## src/rtl/retire_pkg.sv

```systemverilog
package retire_pkg;

    typedef enum logic [1:0] {
        KIND_ALU    = 2'b00,
        KIND_LOAD   = 2'b01,
        KIND_STORE  = 2'b10,
        KIND_BRANCH = 2'b11
    } kind_e;

    typedef enum logic [1:0] {
        ACT_HOLD,
        ACT_RETIRE,
        ACT_TRAP,
        ACT_REDIRECT
    } head_act_e;

endpackage

```

## src/rtl/retire_head_eval.sv

```systemverilog
module retire_head_eval
    import retire_pkg::*;
(
    input  logic      vld,
    input  logic      rdy,
    input  logic      flt,
    input  logic      bad,
    input  kind_e     kind,
    output head_act_e act
);
    // Faults take precedence over redirects; nothing happens until finished.
    always_comb begin
        act = ACT_HOLD;
        if (vld && rdy) begin
            if (flt)
                act = ACT_TRAP;
            else if (kind == KIND_BRANCH && bad)
                act = ACT_REDIRECT;
            else
                act = ACT_RETIRE;
        end
    end
endmodule

```

## src/rtl/retire_lookup.sv

```systemverilog
module retire_lookup #(
    parameter int DEPTH = 8,
    parameter int XLEN  = 32,
    localparam int IDXW = $clog2(DEPTH)
) (
    input  logic [DEPTH-1:0]           vld,
    input  logic [DEPTH-1:0]           rdy,
    input  logic [DEPTH-1:0][XLEN-1:0] val,
    input  logic [IDXW-1:0]            tag,
    output logic                       hit,
    output logic [XLEN-1:0]            value
);
    logic [DEPTH-1:0] avail;

    for (genvar g = 0; g < DEPTH; g++) begin : g_avail
        assign avail[g] = vld[g] & rdy[g];
    end

    assign hit   = avail[tag];
    assign value = hit ? val[tag] : '0;
endmodule

```

## src/rtl/retire_queue.sv

```systemverilog
module retire_queue
    import retire_pkg::*;
#(
    parameter int DEPTH = 8,
    parameter int XLEN  = 32,
    parameter int AREG  = 5,
    parameter int PCW   = 32,
    localparam int IDXW = $clog2(DEPTH)
) (
    input  logic            clk,
    input  logic            rst_n,
    input  logic            iss_valid,
    input  logic [1:0]      iss_kind,
    input  logic [AREG-1:0] iss_dest,
    input  logic [PCW-1:0]  iss_pc,
    output logic            iss_ready,
    output logic [IDXW-1:0] iss_tag,
    input  logic            wb_valid,
    input  logic [IDXW-1:0] wb_tag,
    input  logic [XLEN-1:0] wb_value,
    input  logic            wb_fault,
    input  logic            wb_mispredict,
    input  logic [IDXW-1:0] rd_tag,
    output logic            rd_hit,
    output logic [XLEN-1:0] rd_value,
    output logic            retire_valid,
    output logic            reg_we,
    output logic [AREG-1:0] reg_dest,
    output logic [XLEN-1:0] reg_value,
    output logic            mem_we,
    output logic [XLEN-1:0] mem_value,
    output logic            trap_valid,
    output logic [PCW-1:0]  trap_pc,
    output logic            squash
);
    localparam int PTRW = IDXW + 1;  // extra wrap bit separates full from empty

    typedef struct packed {
        logic [PTRW-1:0]            head;
        logic [PTRW-1:0]            tail;
        logic [DEPTH-1:0]           vld;
        logic [DEPTH-1:0]           rdy;
        logic [DEPTH-1:0]           flt;
        logic [DEPTH-1:0]           bad;
        logic [DEPTH-1:0][XLEN-1:0] val;
        logic [DEPTH-1:0][AREG-1:0] dst;
        logic [DEPTH-1:0][PCW-1:0]  pc;
        logic [DEPTH-1:0][1:0]      kind;
    } state_t;

    state_t s_d, s_q;

    logic [IDXW-1:0] head_idx, tail_idx;
    logic            full_w, accept_w;
    head_act_e       head_act;
    kind_e           head_kind;

    assign head_idx  = s_q.head[IDXW-1:0];
    assign tail_idx  = s_q.tail[IDXW-1:0];
    assign full_w    = (head_idx == tail_idx) && (s_q.head[IDXW] != s_q.tail[IDXW]);
    assign head_kind = kind_e'(s_q.kind[head_idx]);

    retire_head_eval u_eval (
        .vld  (s_q.vld[head_idx]),
        .rdy  (s_q.rdy[head_idx]),
        .flt  (s_q.flt[head_idx]),
        .bad  (s_q.bad[head_idx]),
        .kind (head_kind),
        .act  (head_act)
    );

    retire_lookup #(.DEPTH(DEPTH), .XLEN(XLEN)) u_lookup (
        .vld   (s_q.vld),
        .rdy   (s_q.rdy),
        .val   (s_q.val),
        .tag   (rd_tag),
        .hit   (rd_hit),
        .value (rd_value)
    );

    assign squash   = (head_act == ACT_TRAP) || (head_act == ACT_REDIRECT);
    assign accept_w = iss_valid && !full_w && !squash;

    always_comb begin
        s_d = s_q;
        if (squash) begin
            s_d.vld = '0;
            s_d.rdy = '0;
            if (head_act == ACT_REDIRECT)
                s_d.head = s_q.head + PTRW'(1);
            s_d.tail = s_d.head;
        end else begin
            if (wb_valid && s_q.vld[wb_tag]) begin
                s_d.rdy[wb_tag] = 1'b1;
                s_d.val[wb_tag] = wb_value;
                s_d.flt[wb_tag] = wb_fault;
                s_d.bad[wb_tag] = wb_mispredict;
            end
            if (head_act == ACT_RETIRE) begin
                s_d.vld[head_idx] = 1'b0;
                s_d.rdy[head_idx] = 1'b0;
                s_d.head          = s_q.head + PTRW'(1);
            end
            if (accept_w) begin
                s_d.vld[tail_idx]  = 1'b1;
                s_d.rdy[tail_idx]  = 1'b0;
                s_d.flt[tail_idx]  = 1'b0;
                s_d.bad[tail_idx]  = 1'b0;
                s_d.dst[tail_idx]  = iss_dest;
                s_d.pc[tail_idx]   = iss_pc;
                s_d.kind[tail_idx] = iss_kind;
                s_d.tail           = s_q.tail + PTRW'(1);
            end
        end
    end

    always_ff @(posedge clk or negedge rst_n) begin
        if (!rst_n)
            s_q <= '0;
        else
            s_q <= s_d;
    end

    assign iss_ready    = !full_w && !squash;
    assign iss_tag      = tail_idx;
    assign retire_valid = (head_act == ACT_RETIRE) || (head_act == ACT_REDIRECT);
    assign reg_we       = (head_act == ACT_RETIRE) &&
                          (head_kind == KIND_ALU || head_kind == KIND_LOAD);
    assign reg_dest     = s_q.dst[head_idx];
    assign reg_value    = s_q.val[head_idx];
    assign mem_we       = (head_act == ACT_RETIRE) && (head_kind == KIND_STORE);
    assign mem_value    = s_q.val[head_idx];
    assign trap_valid   = (head_act == ACT_TRAP);
    assign trap_pc      = s_q.pc[head_idx];
endmodule

```

## config.mk

```make
export PLATFORM = sky130hd
export DESIGN_NAME = retire_queue
export DESIGN_NICKNAME = d
export VERILOG_FILES = /design/src/rtl/retire_pkg.sv /design/src/rtl/retire_head_eval.sv /design/src/rtl/retire_lookup.sv /design/src/rtl/retire_queue.sv
export SDC_FILE = /design/constraint.sdc
export NUM_CORES = 1
export LEC_CHECK = 0
export BUFFER_PORTS_ARGS = -buffer_cell sky130_fd_sc_hd__buf_2
export CAP_MARGIN = 25
export CORE_MARGIN = 2
export CORE_UTILIZATION = 65
export DETAILED_ROUTE_END_ITERATION = 10
export GPL_ROUTABILITY_DRIVEN = 0
export HOLD_SLACK_MARGIN = 0.05
export PLACE_DENSITY = 0.91
export SLEW_MARGIN = 20
export SYNTH_ARGS = -nofsm -noshare
export SYNTH_HDL_FRONTEND = slang
export SYNTH_SLANG_ARGS = --single-unit
export TNS_END_PERCENT = 100
```

## constraint.sdc

```tcl
create_clock -name clk -period 7.2 [get_ports clk]
set_input_delay 1.44 -clock clk [delete_from_list [all_inputs] [get_ports clk]]
set_output_delay 1.44 -clock clk [all_outputs]
set_load 0.02 [all_outputs]
```

Word-level counts from Yosys, hierarchy flattened
Index checks and enable logic that the tools add are counted. Widths: inputs -> output; s select.

Flip-flop bits (word level): 608. Input port bits: 83. Logic and storage cells: 150. Output and inout bits: 143.

Reductions and logical operators: 23. $lt $le $gt $ge: 7. Muxes and demuxes: 54. Bitwise gates (word level): 18. Eq/ne operators: 8. $add $sub $neg: 2.

Operator list (count): $mux 280 (2); $bwmux 256 (2); $bmux 32 s3 (3); $demux 32 s3 (2); $mux 32 (6); $and 8x8->8 (5); $bwmux 40 (1); $mux 36 (1); $mux 16 (2); $mux 24 (1); $bmux 1 s3 (6); $bwmux 16 (1); $bwmux 8 (2); $lt 3x4->1 const B (4); $not 8->8 (2); $or 8x8->8 (2); $bmux 5 s3 (1); $demux 5 s3 (1); $logic_and 1x1->1 (12); $mux 2 (5); $mux 5 (2); $demux 1 s3 (3); $ge 3x1->1 const B (3); $mux 1 (9); other kinds (15) (34).

Longest topological paths before layout
Gate-level depths: netlist (run 1).

Word-level depth: 16. Depth in mapped cells: 15. Depth with buffers taken out: 8.

Hierarchy
A second synthesis (run 1) with hierarchy kept.

Cell total of the unflattened synthesis: 2318. Area, all modules: 31447.7 um^2.

Modules (own cells, without submodules): retire_queue (area each 28842.7 um^2, cells each 1998, times used 1, sequential area each 15214.6 um^2); retire_lookup (area each 2587.5 um^2, cells each 316, times used 1, sequential area each 0.0 um^2); retire_head_eval (area each 17.5 um^2, cells each 4, times used 1, sequential area each 0.0 um^2).

Worst setup path before layout (run 1)
Ideal clock, no wire load.

Kind: input -> output. Start: in rd_tag[0]. End: out rd_value[10]. Data required time: 5760 ps. Path buffers: 3. Slack: 2325 ps. Cell stages on the path: 6. Arrival: 3435 ps. Path through: clkbuf_1 > clkbuf_1 > buf_1 > mux4_2 > mux2i_1 > nor2_1.

Cells in the longest elaborated chain, start to end: 3. Elaborated cells on any way between the ends: 5. Those cells by class: mux (5).

Ends and longest elaborated chain: start: declaration (RTL line retire_queue.sv:23) `input logic [IDXW-1:0] rd_tag,`; $bmux 32 s3 or $bmux 1 s3 (tied branches) (RTL line retire_lookup.sv:20, retire_lookup.sv:19); $mux 32 (implied by the code) or $mux 1 (tied branches) (RTL line retire_lookup.sv:20, retire_lookup.sv:19); $mux 32 * (RTL line retire_lookup.sv:20) `assign value = hit ? val[tag] : '0;`; end: declaration (RTL line retire_queue.sv:25) `output logic [XLEN-1:0] rd_value,`.

Every way passes the cells marked *; elsewhere a longest branch is shown, timed or not. The select of a mux whose other input is x is not followed.

Final worst setup path (run 1)
Start: reg s_q, in the netlist head_idx[0]. End: out reg_dest[3].

Cells in the longest elaborated chain, start to end: 2.

Ends and longest elaborated chain: start: declaration (RTL line retire_queue.sv:51) `state_t s_d, s_q;`; start signal: assignment (RTL line retire_queue.sv:119) `s_q <= '0;`; start signal: assignment (RTL line retire_queue.sv:121) `s_q <= s_d;`; $bmux 5 s3 (RTL line retire_queue.sv:129) `assign reg_dest = s_q.dst[head_idx];`; $mux 5 (implied by the code) (RTL line retire_queue.sv:129); end: declaration (RTL line retire_queue.sv:28) `output logic [AREG-1:0] reg_dest,`.

Every way passes these cells. The select of a mux whose other input is x is not followed.

==> impl_metrics.ini, run 1 <==
[outcome]
outcome = finished, final reports clean

[pwr]
switchingPower_mw = 6.55
pwr-share-comb_pct = 42.2
p_seq_share_pct = 38.8
irDropWorstVdd_v = 0.000373
p_int_mw = 9.96
power_mw = 16.5
p_leak_nw = 13.9
power_frac_clock_pct = 18.9
sw_frac_of_total_pct = 39.7
power.density_mw_per_mm2 = 513

[clock_tree]
cts-resized-gates = 0
cts_hold_buffers = 0
clk-insertion-delay-late_ns = 0.63
root_buffer = clkbuf_16
htree_levels = 2
numClockSinks = 608
cts_made_buffers = 59
clockBufferDepth = 3
cts_tree = yes
postCtsSetupRepairBufs = 0
path_clk_slew_ns = 0.07

[floorplanning]
die_x_um = 215
num_rows = 77
die-area_mm2 = 0.0462
start_util_pct = 65.7
pin_count = 226
core_mm2 = 0.0440
die_y_um = 215

[synth]
synth_top_area_share_pct = 52.6
yosysSeqAreaShare_pct = 52.6
syn_nets = 2156
ys_seq_elements = 608
yosysTopAreaCell = dfrtp_1
synth.cell_area_mm2 = 0.0289
synth-edff-count = 0
synth.avg_cell_area_um2 = 14.0
synthFlopType = dfrtp_1
synthCells = 2071
synthArstFlopShare_pct = 100
ys_warn_count = 0
yosysMostFrequentCell = dfrtp_1
synthTopCellsByArea = dfrtp_1 (53%), mux2_2 (21%), a22oi_1 (7.2%)
synth_cell_types = 64
synthTopCellsByCount = dfrtp_1 (608), mux2_2 (529), a22oi_1 (277)

[final_layout]
fillers = 2612
area_growth_pct = 11.3
drive_gt1_share_pct = 46.0
layout.nets = 2284

[placed_design]
portBuffers = 225
dp_hpwl_um = 43700

[timing]
fmax_ghz = 0.175
worstMarginPinSlew_ns = 1.12
rsz0062_at_grt = false
finalHoldViolations = 0
finalCritPeriodShare_pct = 79.3
setup_viol = 0
finClkSkew_ns = 0.0286
fin_setup_tns_ns = 0
relSlewSlack_pct = 24.9
period_minus_slack_ns = 5.71
slew_violations = 0

[setup_path]
start_kind = flop
crit_path_max_fanout = 44
crit_slowest_cell = dfrtp_1
critPathMaxStageDelay_ns = 1.03
end_kind = output port
required_ns = 5.76
crit_chain = inv_1 > nor2_4 > buf_12 > a22oi_1 > nand4_1 > buf_2
cp_top_family = simple AND/OR/NAND/NOR gates
cp_data_arrival_time_ns = 4.27
path_buf_inv = 3
path_class = flop to output port
r2r_slack_ns = 2.45

[detailed_routing]
first_iter_violations = 2295
wl_per_cell_um = 27.8
vias_per_cell = 7.09
antenna_left = 0
route.vias.total = 20231
drt_first_pass_iters = 7
route.detailed.drc = 0
routed_wl_um = 79400

[global_route]
grt_overflow_total = 0
grt_pass1_wl_um = 123000
grtUsageTotal_pct = 34.1
grt_pass1_vias = 21524
grt_antenna_before_repair = 13
grt_max_degree = 163

[hold_path]
hp-class = flop to flop

[job]
drv_cap = 0
==> metal layers <==
metal | GRT usage [%] | routed length, um
met5 | 0 | 38
met1 | 43.1 | 28800
met3 | 7.91 | 7990
met2 | 55.7 | 39000
met4 | 17.1 | 3530
==> power groups by stage <==
stage          sequential [mW]  clock (mW)  combinational, mW
3_3_place_gp              6.15           0               6.56
3_5_place_dp              6.32           0               6.81
6_report                  6.41        3.13               6.97
4_1_cts                   6.33        3.15               6.91
2_1_floorplan             5.85           0               5.28
5_1_grt                   6.55        3.30               7.36
==> cell families (layout without fill, tap and decap cells) <==
kind of cell               Yosys count  in the layout  share of synthesized area, %
other                                0             14                             0
xor gates and xnor gates            10             10                         0.303
AOI/OAI and AO/OA                  357            357                          9.32
DFF                                608            608                          52.6
muxes                              682            682                          29.6
buffers and inverters              201            378                          4.08
adders and majority gates            2              2                        0.0865
and+or+nand+nor                    211            211                          4.04
==> placed cells by master (no fill, tap or decap), types with 5 or more instances in the layout <==
master / n
o221a_2: 8
clkinv_2: 14
diode_2: 14
nor4_1: 5
clkinvlp_4: 5
and2_1: 7
mux2i_1: 37
mux2_1: 14
o22ai_1: 8
dfrtp_1: 608
clkbuf_16: 59
nand4_1: 69
nor2b_1: 5
nand3_1: 5
mux4_2: 71
mux2_2: 529
o22a_1: 8
buf_4: 31
clkbuf_1: 9
nor2_1: 54
buf_2: 223
nor2b_4: 7
xnor2_1: 5
o2bb2ai_1: 16
mux2_4: 31
clkbuf_8: 17
buf_12: 5
a21oi_1: 14
nand2_1: 23
a22oi_1: 277
nor2_4: 9
xor2_1: 5
==> state kept, by name, indices dropped and copies added (netlist names) <==
signal    count
head_idx      3
iss_tag       3
s_q         602
==> final timing paths <==
check / from / end / cells past startpoint
min in group asynchronous: rst_n / s_q[603] / 1
max: head_idx[0] / reg_dest[3] / 6
min reg2reg: s_q[575] / s_q[575] / 1
min: s_q[575] / s_q[575] / 1
max reg2reg: head_idx[0] / s_q[22] / 9
max in group asynchronous: rst_n / s_q[116] / 2
==> final cells by class <==
class                           count  area, um^2  share of cell area (%)
Sequential cell                   608       15200                    47.3
Multi-Input combinational cell   1262       12700                    39.4
Tap cell                          592         741                    2.30
Timing Repair Buffer              263        1530                    4.76
Clock buffer                       85        1740                    5.42
Clock inverter                     25         225                   0.700
Inverter                            5        18.8                  0.0583
Antenna cell                       14        35.0                   0.109
==> through the flow <==
stage,setup slack [ns],cell area (um^2),utilization (%),instances,hold slack (ns)
floorplan,2.32,28900,-,2071,0.451
global placement,2.02,30100,68.4,2727,0.471
detailed placement,1.92,30100,68.4,2728,0.474
CTS,1.57,32100,72.9,2838,0.496
global route,1.34,32200,73.0,2844,0.511
finish,1.49,32200,73.1,2854,0.494
==> worst reg2reg max path: stages (launching register included) <==
cell and delay [ns]:
dfrtp_1 1.03, inv_1 0.61, mux2_2 0.45, nand3b_2 0.16, nand2_4 0.18, nand2b_4 0.13, inv_2 0.29, nor2_4 0.93
buf_4 0.46, mux2_2 0.39
Power figures use the tool's default switching activity.
==> run 2: changes to the inputs <==
CORE_UTILIZATION = 60   (was 65)
PLACE_DENSITY = 0.86   (was 0.91)
clock period = 5.3 ns   (was 7.2 ns; I/O delays follow)
==> impl_metrics.ini, run 2 (same netlist as run 1, synthesis figures left out) <==
[outcome]
outcome = finished, final reports clean

[floorplanning]
num_rows = 80
die-area_mm2 = 0.0500
pin_count = 226
die_x_um = 224
die_y_um = 224
core_mm2 = 0.0476
start_util_pct = 60.7

[detailed_routing]
drt_first_pass_iters = 6
route.detailed.drc = 0
wl_per_cell_um = 26.9
routed_wl_um = 77700
antenna_left = 0
vias_per_cell = 6.86
first_iter_violations = 2009
route.vias.total = 19786

[placed_design]
placed_area_mm2 = 0.0303
dp.cells = 2762
portBuffers = 225
dp_hpwl_um = 44800
place_ws_ns = 1.01

[timing]
slew_violations = 0
finClkSkew_ns = 0.0195
worstMarginPinSlew_ns = 1.07
hold-worst-slack_ns = 0.494
fmax_ghz = 0.202
relSlewSlack_pct = 27.5
fin_setup_tns_ns = 0
setup_viol = 0
finalHoldViolations = 0
period_minus_slack_ns = 4.95
finalCritPeriodShare_pct = 93.4
rsz0062_at_grt = false
setup_ws_ns = 0.347

[global_route]
grt_pass1_vias = 21003
met1_usage_pct = 40.0
grtUsageMet2_pct = 51.0
grt_pass1_wl_um = 120000
grtUsageTotal_pct = 31.1
grt.busiest_layer = met2
grt_antenna_before_repair = 11
met3_usage_pct = 5.90
grt_max_degree = 117
grt_overflow_total = 0

[setup_path]
r2r_slack_ns = 1.00
required_ns = 4.24
end_kind = output port
path_class = flop to output port
cp_data_arrival_time_ns = 3.89
start_kind = flop
crit_path_max_fanout = 21

[clock_tree]
clk-insertion-delay-late_ns = 0.64
cts-resized-gates = 0
htree_levels = 2
cts_made_buffers = 60
root_buffer = clkbuf_16
cts_hold_buffers = 0
numClockSinks = 608
path_clk_slew_ns = 0.06
cts_tree = yes
clockBufferDepth = 3
postCtsSetupRepairBufs = 0

[pwr]
p_leak_nw = 14.0
power_mw = 22.6
irDropWorstVdd_v = 0.000513
power.density_mw_per_mm2 = 696

[final_layout]
fin_util_pct = 68.0
fillers = 3218
stdcell_count = 2886
final_common_cell = dfrtp_1
layout.nets = 2294
largest_reg_flops = 602
drive_gt1_share_pct = 46.3
final_cell_mix = dfrtp_1 (608), mux2_2 (529), a22oi_1 (277)
area_growth_pct = 12.1
top_register = s_q
final_cell_area_mm2 = 0.0324

[hold_path]
hp-class = flop to flop

[job]
drv_cap = 0
## run 2: cell count changes in the layout (fill, tap and decap cells not counted), moves of 2 or more
| cell | previous run | this run |
|---|---|---|
| diode_2 | 14 | 10 |
| buf_12 | 5 | 9 |
| clkinvlp_4 | 5 | 3 |
| buf_4 | 31 | 39 |
| buf_16 | 2 | 0 |
| bufinv_16 | 2 | 10 |
| clkbuf_8 | 17 | 6 |
| clkinv_2 | 14 | 19 |
## run 2: final timing paths
check                             from  endpoint  cells after the start
max                        head_idx[0]    squash                      7
min                           s_q[579]  s_q[579]                      1
max reg2reg                head_idx[0]  s_q[183]                      8
min reg2reg                   s_q[579]  s_q[579]                      1
max in group asynchronous        rst_n  s_q[427]                      2
min in group asynchronous        rst_n  s_q[411]                      1
## run 2: final cells by class
cell class | count | area (um^2) | area share (%)
inverter | 5 | 18.8 | 0.0579
clock buffer | 76 | 1620 | 5.00
multi-input combinational | 1262 | 12700 | 39.1
timing repair buffer | 272 | 1600 | 4.95
tap | 615 | 769 | 2.37
clock inverter | 38 | 489 | 1.51
antenna | 10 | 25.0 | 0.0772
sequential | 608 | 15200 | 46.9
## run 2: worst max-delay path, cell delays in order, from the launching register on
cell	delay [ns]
dfrtp_1	0.99
inv_1	0.57
o211ai_1	0.35
a22oi_2	0.11
or2_1	0.25
nand2b_4	0.15
inv_2	0.55
buf_2	0.29
## run 2: layer usage
layer  wire length, um  vias to the layer above
li1                  -                     8179
met1             30100                    10270
met2             38500                     1095
met3              6060                      236
met4              2960                        6
met5                36                        -
## run 2: power breakdown
part / total, mW / switching, mW / internal, mW
registers: 8.66 / 1.73 / 6.93
clock network: 4.53 / 1.86 / 2.67
logic: 9.36 / 5.15 / 4.22
total: 22.6 / 8.74 / 13.8
==> run 3: changes to the inputs <==
RECOVER_POWER = 100   (was unset)
==> impl_metrics.ini, run 3 (same netlist as run 1, synthesis figures left out) <==
[pwr]
pwr-share-comb_pct = 40.7
switchingPower_mw = 8.72
p_int_mw = 13.5
power_frac_clock_pct = 20.4
irDropWorstVdd_v = 0.000501
p_seq_share_pct = 38.9
power.density_mw_per_mm2 = 696
sw_frac_of_total_pct = 39.2
p_leak_nw = 13.5

[placed_design]
portBuffers = 225
dp_hpwl_um = 44800
dp.cells = 2762
place_ws_ns = 1.01

[clock_tree]
clockBufferDepth = 3
root_buffer = clkbuf_16
cts_made_buffers = 60
numClockSinks = 608
postCtsSetupRepairBufs = 0
cts_hold_buffers = 0
clk-insertion-delay-late_ns = 0.64
htree_levels = 2
path_clk_slew_ns = 0.07
cts_tree = yes
cts-resized-gates = 0

[global_route]
grt_overflow_total = 0
grt_antenna_before_repair = 11
grt_pass1_vias = 21003
grt_max_degree = 117
grtUsageTotal_pct = 31.1
grt_pass1_wl_um = 120000

[timing]
fmax_ghz = 0.193
finalHoldViolations = 0
relSlewSlack_pct = -109
finalCritPeriodShare_pct = 97.6
setup_viol = 0
period_minus_slack_ns = 5.17
setup_ws_ns = 0.127
slew_violations = 273
rsz0062_at_grt = false
finClkSkew_ns = 0.0191
worstMarginPinSlew_ns = 3.13
fin_setup_tns_ns = 0

[final_layout]
largest_reg_flops = 602
final_cell_mix = dfrtp_1 (608), mux2_2 (526), a22oi_1 (277)
fin_util_pct = 67.1
drive_gt1_share_pct = 39.8
area_growth_pct = 10.6
fillers = 3348
top_register = s_q
final_common_cell = dfrtp_1
layout.nets = 2294
multi_input_area_mm2 = 0.0125
stdcell_count = 2885
seqCellArea_mm2 = 0.0152

[detailed_routing]
antenna_left = 0
wl_per_cell_um = 27.0
vias_per_cell = 6.88
first_iter_violations = 1935
route.vias.total = 19854
drt_first_pass_iters = 6
route.detailed.drc = 0
routed_wl_um = 77900

[setup_path]
crit_chain = inv_1 > nor2_2 > buf_4 > a22oi_1 > nand4_1 > buf_2
cp_data_arrival_time_ns = 4.11
r2r_slack_ns = 0.40
required_ns = 4.24
critPathMaxStageDelay_ns = 1.01
start_kind = flop
timing.rr.start = head_idx[0]
path_class = flop to output port
crit_slowest_cell = dfrtp_1
r2r-end = s_q[183]
rr_worst_depth = 8
end_kind = output port
crit_path_max_fanout = 21

[floorplanning]
die_y_um = 224
start_util_pct = 60.7
die-area_mm2 = 0.0500
pin_count = 226
die_x_um = 224
core_mm2 = 0.0476
num_rows = 80

[hold_path]
hp-start = s_q[33]
hold_depth = 1
min_to = s_q[33]
hp-class = flop to flop

[job]
drv_cap = 4

[outcome]
outcome = complete, but fails checks
failed_checks = capacitance limit, slew limit
==> run 3: cell count changes in the layout (fill, tap and decap cells not counted), sizes merged <==
cell,delta
clkbuf,+136
diode,-1
buf,-136
==> run 3: worst max-delay path by stage <==
stage | start | to | cells past startpoint
CTS | head_idx[0] | squash | 7
floorplan | rd_tag[0] | rd_value[10] | 6
global placement | head_idx[0] | squash | 7
detailed placement | head_idx[0] | squash | 7
global route | head_idx[0] | trap_pc[9] | 6
finish | head_idx[0] | reg_value[31] | 6
==> run 3: metal layers <==
| layer | vias up | GRT usage (%) | routed length (um) |
|---|---|---|---|
| met3 | 230 | 5.90 | 6590 |
| met4 | 8 | 15.2 | 2930 |
| met1 | 10313 | 40.0 | 29900 |
| met5 | - | 0 | 44 |
| li1 | 8186 | - | - |
| met2 | 1117 | 51.0 | 38500 |
==> run 3: critical path, delay by kind of cell (launching register included) <==
| family | cells | cell delay, ns |
|---|---|---|
| flip-flops | 1 | 1.01 |
| AO/OA/AOI/OAI | 1 | 0.15 |
| AND/OR/NAND/NOR | 2 | 1.12 |
| buffers and inverters | 3 | 1.20 |
==> run 3: power groups by stage <==
stage	combinational [mW]	clock (mW)	sequential, mW
after floorplan	7.17	0	7.95
after global placement	8.98	0	8.37
after detailed placement	9.27	0	8.59
after CTS	9.35	4.57	8.56
after global routing	9.60	4.77	8.86
final	9.05	4.54	8.66
==> run 3: layout make-up <==
class                           instances  area share (%)
Clock inverter                         38            1.53
Tap cell                              615            2.41
Multi-Input combinational cell       1262            39.0
Sequential cell                       608            47.6
Inverter                                5          0.0587
Antenna cell                            9          0.0704
Clock buffer                           76            5.07
Timing Repair Buffer                  272            4.25
==> run 3: stage by stage <==
step | total power [mW] | hold slack [ns] | instance area, um^2
after floorplan | 15.1 | 0.451 | 28900
after global placement | 17.3 | 0.478 | 30300
after detailed placement | 17.9 | 0.484 | 30300
after CTS | 22.5 | 0.500 | 32400
after global routing | 23.2 | 0.513 | 32000
final | 22.3 | 0.496 | 32000
